$ cat config.mk
export PLATFORM = sky130hd
export DESIGN_NAME = dct_timer
export DESIGN_NICKNAME = d
export VERILOG_FILES = /design/src/rtl/dct_pkg.sv /design/src/rtl/dct_prescale.sv /design/src/rtl/dct_divider.sv /design/src/rtl/dct_chan.sv /design/src/rtl/dct_timer.sv
export SDC_FILE = /design/constraint.sdc
export NUM_CORES = 1
export LEC_CHECK = 0
export ABC_CLOCK_PERIOD_IN_PS = 3640
export BUFFER_PORTS_ARGS = -buffer_cell sky130_fd_sc_hd__buf_4
export CORE_MARGIN = 1.5
export CORE_UTILIZATION = 45
export CTS_CLUSTER_DIAMETER = 120
export DETAILED_ROUTE_END_ITERATION = 12
export SYNTH_ARGS = -nofsm -noshare
export SYNTH_HDL_FRONTEND = slang
export SYNTH_HIERARCHICAL = 1
export SYNTH_SLANG_ARGS = --single-unit
$ cat constraint.sdc
create_clock -name clk -period 3.64 [get_ports clk]
set_input_delay 0.546 -clock clk [delete_from_list [all_inputs] [get_ports clk]]
set_output_delay 0.546 -clock clk [all_outputs]
set_load 0.03 [all_outputs]
$ cat src/rtl/dct_pkg.sv
package dct_pkg;

  localparam int NCH       = 5;
  localparam int LAST_CH   = NCH - 1;
  localparam int SPLIT_CH  = 2;
  localparam int A_CFG0    = 'h00;
  localparam int A_CFG1    = 'h04;
  localparam int A_CTRL    = 'h08;
  localparam int A_INT     = 'h44;
  localparam int PRE1_LSB  = 8;

  // Control nibble used by a channel: a gap is left after channel 0.
  function automatic int ctrl_nib(input int ch);
    return (ch == 0) ? 0 : ch + 1;
  endfunction

  function automatic int bit_start(input int ch);
    return 4 * ctrl_nib(ch);
  endfunction

  function automatic int bit_manual(input int ch);
    return 4 * ctrl_nib(ch) + 1;
  endfunction

  function automatic int bit_invert(input int ch);
    return 4 * ctrl_nib(ch) + 2;
  endfunction

  // Auto-reload shares the invert slot on the last channel.
  function automatic int bit_reload(input int ch);
    return 4 * ctrl_nib(ch) + ((ch == LAST_CH) ? 2 : 3);
  endfunction

  function automatic int cntb_addr(input int ch);
    return 'h0C + 12 * ch;
  endfunction

  function automatic int cmpb_addr(input int ch);
    return 'h10 + 12 * ch;
  endfunction

  function automatic int obs_addr(input int ch);
    return (ch == LAST_CH) ? 'h40 : 'h14 + 12 * ch;
  endfunction

  // Low-bit mask of the divider phase counter for a select value.
  function automatic logic [15:0] div_mask(input logic [3:0] sel, input int maxlog);
    int lg;
    lg = (int'(sel) > maxlog) ? maxlog : int'(sel);
    return 16'((1 << lg) - 1);
  endfunction

endpackage

$ cat src/rtl/dct_prescale.sv
module dct_prescale #(
  parameter int PW = 8
) (
  input  logic          clk,
  input  logic          rst_n,
  input  logic [PW-1:0] pre,
  output logic          pulse
);

  logic [PW-1:0] pcnt_q;

  assign pulse = (pcnt_q >= pre);

  always_ff @(posedge clk or negedge rst_n) begin
    if (!rst_n) pcnt_q <= '0;
    else if (pulse) pcnt_q <= '0;
    else pcnt_q <= pcnt_q + 1'b1;
  end

  // A pulse is followed by a gap when the ratio exceeds one.
  p_pulse_gap_r9: assert property (@(posedge clk) disable iff (!rst_n)
    (pulse && pre != '0 && $stable(pre)) |=> !pulse);

endmodule

$ cat src/rtl/dct_divider.sv
module dct_divider import dct_pkg::*; #(
  parameter int DSW    = 4,
  parameter int MAXLOG = 4
) (
  input  logic           clk,
  input  logic           rst_n,
  input  logic           pulse_in,
  input  logic [DSW-1:0] sel,
  output logic           tick
);

  localparam int PHW = (MAXLOG < 1) ? 1 : MAXLOG;

  logic [PHW-1:0] phase_q;
  logic [PHW-1:0] mask;

  assign mask = PHW'(div_mask(4'(sel), MAXLOG));
  assign tick = pulse_in && ((phase_q & mask) == mask);

  always_ff @(posedge clk or negedge rst_n) begin
    if (!rst_n) phase_q <= '0;
    else if (pulse_in) phase_q <= phase_q + 1'b1;
  end

  p_tick_needs_pulse_r9: assert property (@(posedge clk) disable iff (!rst_n)
    (!pulse_in && $stable(sel)) |=> $stable(phase_q));

endmodule

$ cat src/rtl/dct_chan.sv
module dct_chan #(
  parameter int CW = 32
) (
  input  logic          clk,
  input  logic          rst_n,
  input  logic          tick,
  input  logic          start,
  input  logic          manual,
  input  logic          reload,
  input  logic [CW-1:0] cnt_buf,
  output logic [CW-1:0] cnt,
  output logic          uflow
);

  logic [CW-1:0] cnt_q;
  logic          done_q;
  logic          step;

  assign step  = start && !manual && tick && !done_q;
  assign uflow = step && (cnt_q == '0);
  assign cnt   = cnt_q;

  always_ff @(posedge clk or negedge rst_n) begin
    if (!rst_n) begin
      cnt_q  <= '0;
      done_q <= 1'b0;
    end else if (manual) begin
      cnt_q  <= cnt_buf;
      done_q <= 1'b0;
    end else if (step) begin
      if (cnt_q != '0) cnt_q <= cnt_q - 1'b1;
      else if (reload) cnt_q <= cnt_buf;
      else done_q <= 1'b1;
    end
  end

  p_manual_load_r4: assert property (@(posedge clk) disable iff (!rst_n)
    manual |=> (cnt == $past(cnt_buf)));

  p_decrement_r5: assert property (@(posedge clk) disable iff (!rst_n)
    (step && cnt != '0) |=> (cnt == CW'($past(cnt) - 1'b1)));

  p_reload_r6: assert property (@(posedge clk) disable iff (!rst_n)
    (uflow && reload) |=> (cnt == $past(cnt_buf)));

  p_oneshot_r7: assert property (@(posedge clk) disable iff (!rst_n)
    (uflow && !reload) |=> (cnt == '0 && !uflow));

  p_freeze_r8: assert property (@(posedge clk) disable iff (!rst_n)
    (!start && !manual) |=> $stable(cnt));

endmodule

$ cat src/rtl/dct_timer.sv
module dct_timer import dct_pkg::*; #(
  parameter int AW     = 8,
  parameter int CW     = 32,
  parameter int PW     = 8,
  parameter int DSW    = 4,
  parameter int MAXLOG = 4
) (
  input  logic             clk,
  input  logic             rst_n,
  input  logic             bus_wr,
  input  logic [AW-1:0]    bus_addr,
  input  logic [31:0]      bus_wdata,
  output logic [31:0]      bus_rdata,
  output logic [NCH-1:0]   irq,
  output logic [NCH-2:0]   tout
);

  localparam int NCMP = NCH - 1;

  logic [PW-1:0]  pre_q [2];
  logic [DSW-1:0] dsel_q [NCH];
  logic [NCH-1:0] start_q, manual_q, reload_q;
  logic [NCMP-1:0] inv_q;
  logic [CW-1:0]  cntb_q [NCH];
  logic [CW-1:0]  cmpb_q [NCMP];
  logic [CW-1:0]  cmpw_q [NCMP];
  logic [NCH-1:0] ien_q, ist_q;

  logic           wr_cfg0, wr_cfg1, wr_ctrl, wr_int;
  logic [NCH-1:0] wr_cntb;
  logic [NCMP-1:0] wr_cmpb;
  logic [1:0]     pulse;
  logic [NCH-1:0] tick, uflow;
  logic [CW-1:0]  cnt [NCH];

  assign wr_cfg0 = bus_wr && (bus_addr == AW'(A_CFG0));
  assign wr_cfg1 = bus_wr && (bus_addr == AW'(A_CFG1));
  assign wr_ctrl = bus_wr && (bus_addr == AW'(A_CTRL));
  assign wr_int  = bus_wr && (bus_addr == AW'(A_INT));

  // Prescalers
  for (genvar p = 0; p < 2; p++) begin : g_pre
    dct_prescale #(.PW(PW)) u_pre (
      .clk   (clk),
      .rst_n (rst_n),
      .pre   (pre_q[p]),
      .pulse (pulse[p])
    );
  end

  always_ff @(posedge clk or negedge rst_n) begin
    if (!rst_n) begin
      pre_q[0] <= '0;
      pre_q[1] <= '0;
    end else if (wr_cfg0) begin
      pre_q[0] <= bus_wdata[PW-1:0];
      pre_q[1] <= bus_wdata[PRE1_LSB +: PW];
    end
  end

  // Per-channel divider, counter and buffers
  for (genvar ch = 0; ch < NCH; ch++) begin : g_ch
    assign wr_cntb[ch] = bus_wr && (bus_addr == AW'(cntb_addr(ch)));

    dct_divider #(.DSW(DSW), .MAXLOG(MAXLOG)) u_div (
      .clk      (clk),
      .rst_n    (rst_n),
      .pulse_in (pulse[(ch < SPLIT_CH) ? 0 : 1]),
      .sel      (dsel_q[ch]),
      .tick     (tick[ch])
    );

    dct_chan #(.CW(CW)) u_chan (
      .clk     (clk),
      .rst_n   (rst_n),
      .tick    (tick[ch]),
      .start   (start_q[ch]),
      .manual  (manual_q[ch]),
      .reload  (reload_q[ch]),
      .cnt_buf (cntb_q[ch]),
      .cnt     (cnt[ch]),
      .uflow   (uflow[ch])
    );

    always_ff @(posedge clk or negedge rst_n) begin
      if (!rst_n) begin
        dsel_q[ch]   <= '0;
        cntb_q[ch]   <= '0;
        start_q[ch]  <= 1'b0;
        manual_q[ch] <= 1'b0;
        reload_q[ch] <= 1'b0;
        ien_q[ch]    <= 1'b0;
        ist_q[ch]    <= 1'b0;
      end else begin
        if (wr_cfg1) dsel_q[ch] <= bus_wdata[4*ch +: DSW];
        if (wr_cntb[ch]) cntb_q[ch] <= bus_wdata[CW-1:0];
        if (wr_ctrl) begin
          start_q[ch]  <= bus_wdata[bit_start(ch)];
          manual_q[ch] <= bus_wdata[bit_manual(ch)];
          reload_q[ch] <= bus_wdata[bit_reload(ch)];
        end
        if (wr_int) ien_q[ch] <= bus_wdata[ch];
        if (uflow[ch]) ist_q[ch] <= 1'b1;
        else if (wr_int && bus_wdata[NCH + ch]) ist_q[ch] <= 1'b0;
      end
    end

    assign irq[ch] = ien_q[ch] && ist_q[ch];

    p_status_source_r10: assert property (@(posedge clk) disable iff (!rst_n)
      $rose(ist_q[ch]) |-> $past(uflow[ch]));

    p_w1c_r10: assert property (@(posedge clk) disable iff (!rst_n)
      (wr_int && bus_wdata[NCH + ch] && !uflow[ch]) |=> !ist_q[ch]);
  end

  // Compare path, channels without the last
  for (genvar ch = 0; ch < NCMP; ch++) begin : g_cmp
    assign wr_cmpb[ch] = bus_wr && (bus_addr == AW'(cmpb_addr(ch)));

    always_ff @(posedge clk or negedge rst_n) begin
      if (!rst_n) begin
        cmpb_q[ch] <= '0;
        cmpw_q[ch] <= '0;
        inv_q[ch]  <= 1'b0;
      end else begin
        if (wr_cmpb[ch]) cmpb_q[ch] <= bus_wdata[CW-1:0];
        if (wr_ctrl) inv_q[ch] <= bus_wdata[bit_invert(ch)];
        if (manual_q[ch]) cmpw_q[ch] <= cmpb_q[ch];
      end
    end

    assign tout[ch] = (cnt[ch] < cmpw_q[ch]) ^ inv_q[ch];
  end

  // Read decode
  always_comb begin
    bus_rdata = '0;
    if (bus_addr == AW'(A_CFG0)) begin
      bus_rdata[PW-1:0]          = pre_q[0];
      bus_rdata[PRE1_LSB +: PW]  = pre_q[1];
    end
    if (bus_addr == AW'(A_CFG1)) begin
      for (int ch = 0; ch < NCH; ch++) bus_rdata[4*ch +: DSW] = dsel_q[ch];
    end
    if (bus_addr == AW'(A_CTRL)) begin
      for (int ch = 0; ch < NCH; ch++) begin
        bus_rdata[bit_start(ch)]  = start_q[ch];
        bus_rdata[bit_manual(ch)] = manual_q[ch];
        bus_rdata[bit_reload(ch)] = reload_q[ch];
      end
      for (int ch = 0; ch < NCMP; ch++) bus_rdata[bit_invert(ch)] = inv_q[ch];
    end
    if (bus_addr == AW'(A_INT)) begin
      bus_rdata[NCH-1:0]     = ien_q;
      bus_rdata[2*NCH-1:NCH] = ist_q;
    end
    for (int ch = 0; ch < NCH; ch++) begin
      if (bus_addr == AW'(cntb_addr(ch))) bus_rdata[CW-1:0] = cntb_q[ch];
      if (bus_addr == AW'(obs_addr(ch)))  bus_rdata[CW-1:0] = cnt[ch];
    end
    for (int ch = 0; ch < NCMP; ch++) begin
      if (bus_addr == AW'(cmpb_addr(ch))) bus_rdata[CW-1:0] = cmpb_q[ch];
    end
  end

endmodule

==> flow_metrics.env <==
export IMPL_status="finished, violations left"
export IMPL_violations="negative setup slack"
export IMPL_synthCells=3865
export IMPL_place_congestion=1.049
export IMPL_clock_latency_ns=0.66
export IMPL_slowest_delay_ns=0.37
export IMPL_setup_viol=1
export IMPL_worstRegToRegCells=13
export IMPL_period_share=1.030
export IMPL_placementRows=106
export IMPL_dieArea_um2=86880
export IMPL_vias=34710
export IMPL_grt_pass1_vias=32980
export IMPL_ys_flop_type="dfrtp_1"
export IMPL_die_w_um=294.8
export IMPL_start_util=0.4563
export IMPL_clockBufferDepth=3
export IMPL_drt_initial_drc_count=4216
export IMPL_hold_viol=0
export IMPL_ant_nets=0
export IMPL_syn_area_um2=38300
export IMPL_viasPerCell=6.520
export IMPL_vdd_ir_drop_max_v=0.0006372
export IMPL_leakage_nw=20.53
export IMPL_cts_root_buffer="clkbuf_16"
export IMPL_fin_worst_skew_ns=0.02307
export IMPL_pre_cts_ws_ns=-0.3658
export IMPL_period_needed_ns=3.748
export IMPL_fp_dieH_um=294.8
export IMPL_synth_seq_cells=682
export IMPL_worst_slew_pin_slew_ns=1.168
export IMPL_core_um2=83950
export IMPL_final_layout_size_suffix_gt1_frac=0.2563
export IMPL_track_usage=0.3908
export IMPL_grt_max_degree=81
export IMPL_ctsHtreeMaxLevel=3
export IMPL_rsz0062_at_grt="true"
export IMPL_powerDensity_nw_per_um2=641.7
export IMPL_syn2layout_area_growth_pct=18.39
export IMPL_clock_sinks=682
export IMPL_worstPathArrival_ns=3.20
export IMPL_min_from="bus_wdata[21]"
export IMPL_drcViolationCount=0
export IMPL_start_kind="flip-flop"
export IMPL_finalNetCount=4324
export IMPL_io_pins=84
export IMPL_mostFrequentLayoutCells="dfrtp_1, buf_4, mux2_2, o21ai_0, nor2_1"
export IMPL_synth_fp_nets=4070
export IMPL_crit_path_cell_trace="inv_2 -> ha_1 -> o21a_1 -> o2111ai_2 -> o21ai_1 -> a221oi_2 -> o21ai_2 -> a221oi_4 -> xor2_2 -> buf_4 -> buf_6"
export IMPL_finalWorstSetupSlack_ns=-0.1079
export IMPL_dpl_hpwl_um=127800
export IMPL_min_delay_path_class="in2reg"
export IMPL_required_ns=3.09
export IMPL_final_common_cell="dfrtp_1"
export IMPL_path_clk_slew_ns=0.06
export IMPL_async_reset_ff_frac=1.000
export IMPL_report_final_slew_viol_count=0
export IMPL_synth_edf_count=0
export IMPL_crit_slowest_cell="dfrtp_1"
export IMPL_fmax_mhz=266.8
export IMPL_hold_end="cmpb_q[117]"
export IMPL_grt_overflow=0
export IMPL_r2r_slack_ns=0.15
export IMPL_cts_tree="built"
export IMPL_path_delay_family="compound AO/OA/AOI/OAI gates"
export IMPL_wl_per_cell_um=31.91
export IMPL_r2r_end="g_ch[3].u_chan/cnt[10]"
export IMPL_max_cap_violations=0
export IMPL_ys_warn_count=6
export IMPL_grt_first_pass_wirelength_um=241900
export IMPL_critPathMaxFanout=2
export IMPL_slew_headroom=0.2210
export IMPL_syn_area_per_cell_um2=9.911
export IMPL_regToRegStartpoint="pre_q[7]"
export IMPL_crit_type="reg2out"
export IMPL_ys_types=88
export IMPL_tns_ns=-0.1079
export IMPL_drt_wl_total_um=169900
export IMPL_holdPathStages=2
export IMPL_first_pass_iters=6
export IMPL_worstSetupEndpointType="output port"
export IMPL_cts_made_buffers=80
export IMPL_critPathBufInv=3
export IMPL_portBuffers=83
export IMPL_antenna_found_initial=11
export IMPL_yosysSeqAreaShare=0.4455
flip-flops by register name, summed over array words and instances (netlist names), 16 cells and up:
name / flops
cntb_q: 160
g_ch.u_chan/cnt: 160
cmpb_q: 128
cmpw_q: 128
dsel_q: 20
g_ch.u_div/phase_q: 20
g_pre.u_pre/pcnt_q: 16
pre_q: 16
cell families after synthesis:
| family | Yosys count | share of synthesized area |
|---|---|---|
| xor gates and xnor gates | 36 | 0.008231 |
| AOI/OAI and AO/OA | 1111 | 0.1890 |
| buffers and inverters | 428 | 0.04991 |
| adders and majority gates | 162 | 0.05292 |
| muxes | 395 | 0.1150 |
| DFF | 682 | 0.4455 |
| and+or+nand+nor | 1051 | 0.1393 |
layout make-up:
cell class              count  area [um^2]
diodes                      8        20.02
clock buffers             113         2381
clock inverters            32        451.7
fillers                  7707        38610
inverters                 179        671.9
multi-input cells        2755        19740
flip-flops and latches    682        17080
well taps                1134         1419
repair buffers            421         3576
worst max path at each step:
stage | from | slack [ns] | endpoint | depth (start not counted)
2_1_floorplan | bus_addr[4] | 0.28 | bus_rdata[11] | 9
3_3_place_gp | bus_addr[1] | -0.36 | bus_rdata[7] | 11
3_5_place_dp | bus_addr[1] | -0.37 | bus_rdata[7] | 11
4_1_cts | cmpw_q[51] | -0.007 | tout[2] | 12
5_1_grt | cmpw_q[14] | -0.17 | tout[3] | 11
6_report | cmpw_q[14] | -0.11 | tout[3] | 11
routing by layer:
layer	up-vias	wire length, um	track usage	share of wire
li1	14840	-	-	-
met1	17210	66450	0.5097	0.39
met2	2147	73250	0.5868	0.43
met3	514	17290	0.09011	0.10
met4	10	12830	0.2421	0.076
met5	-	62	0	0.00036
synth_stat cells (12+ instances only):
cell	instances	area share
dfrtp_1	682	0.45
mux2_2	350	0.10
o21ai_0	295	0.039
nor2_1	283	0.028
nand2_1	274	0.027
a21oi_1	254	0.033
inv_1	178	0.017
ha_1	162	0.053
clkbuf_1	123	0.012
nand3_1	98	0.013
a22oi_1	84	0.016
nor3_1	82	0.011
a31oi_1	61	0.010
nand4_1	55	0.0090
buf_2	52	0.0068
o21ai_1	50	0.0065
o22ai_1	47	0.0077
nor4_1	43	0.0070
a21o_1	39	0.0076
buf_1	37	0.0036
a221oi_1	36	0.0082
mux2i_1	33	0.0086
nand2b_1	33	0.0054
buf_6	27	0.0079
o211ai_1	24	0.0047
or3_1	22	0.0036
and3_1	21	0.0034
o2bb2ai_1	19	0.0043
o31a_1	19	0.0043
xor2_1	19	0.0043
and4_1	18	0.0041
xnor2_1	17	0.0039
a22o_1	14	0.0032
a31o_1	14	0.0032
a211oi_1	13	0.0025
a222oi_1	13	0.0034
o221ai_1	13	0.0030
or4_1	13	0.0025
a31o_2	12	0.0027
mux2_1	12	0.0035
per-stage QoR:
step                hold slack, ns  total power (W)  utilization  cells  instance area [um^2]
floorplan                   0.2504          0.01515            -   3865                 38300
global placement            0.4648          0.01936       0.5017   5169                 42120
detailed placement          0.4643          0.01945       0.5017   5169                 42120
CTS                         0.3112          0.02870       0.5387   5316                 45230
global route                0.3141          0.03019       0.5399   5316                 45330
finish                      0.3333          0.02910       0.5402   5324                 45350
where the power goes:
group          leakage (nW)  internal [W]  switching [W]  total [W]
logic                  9.96       0.00392        0.00622     0.0101
clock network          1.39       0.00528        0.00346    0.00874
registers              9.18       0.00861        0.00162     0.0102
what timing repair did:
item,4_1_cts,5_1_grt
resized for setup,61,34
endpoints found under the setup margin,9,19
pin swaps,17,13
hold buffers,1,0
buffers inserted,3,0
endpoints found under the hold margin,58,0
(Power assumes the default switching activity.)
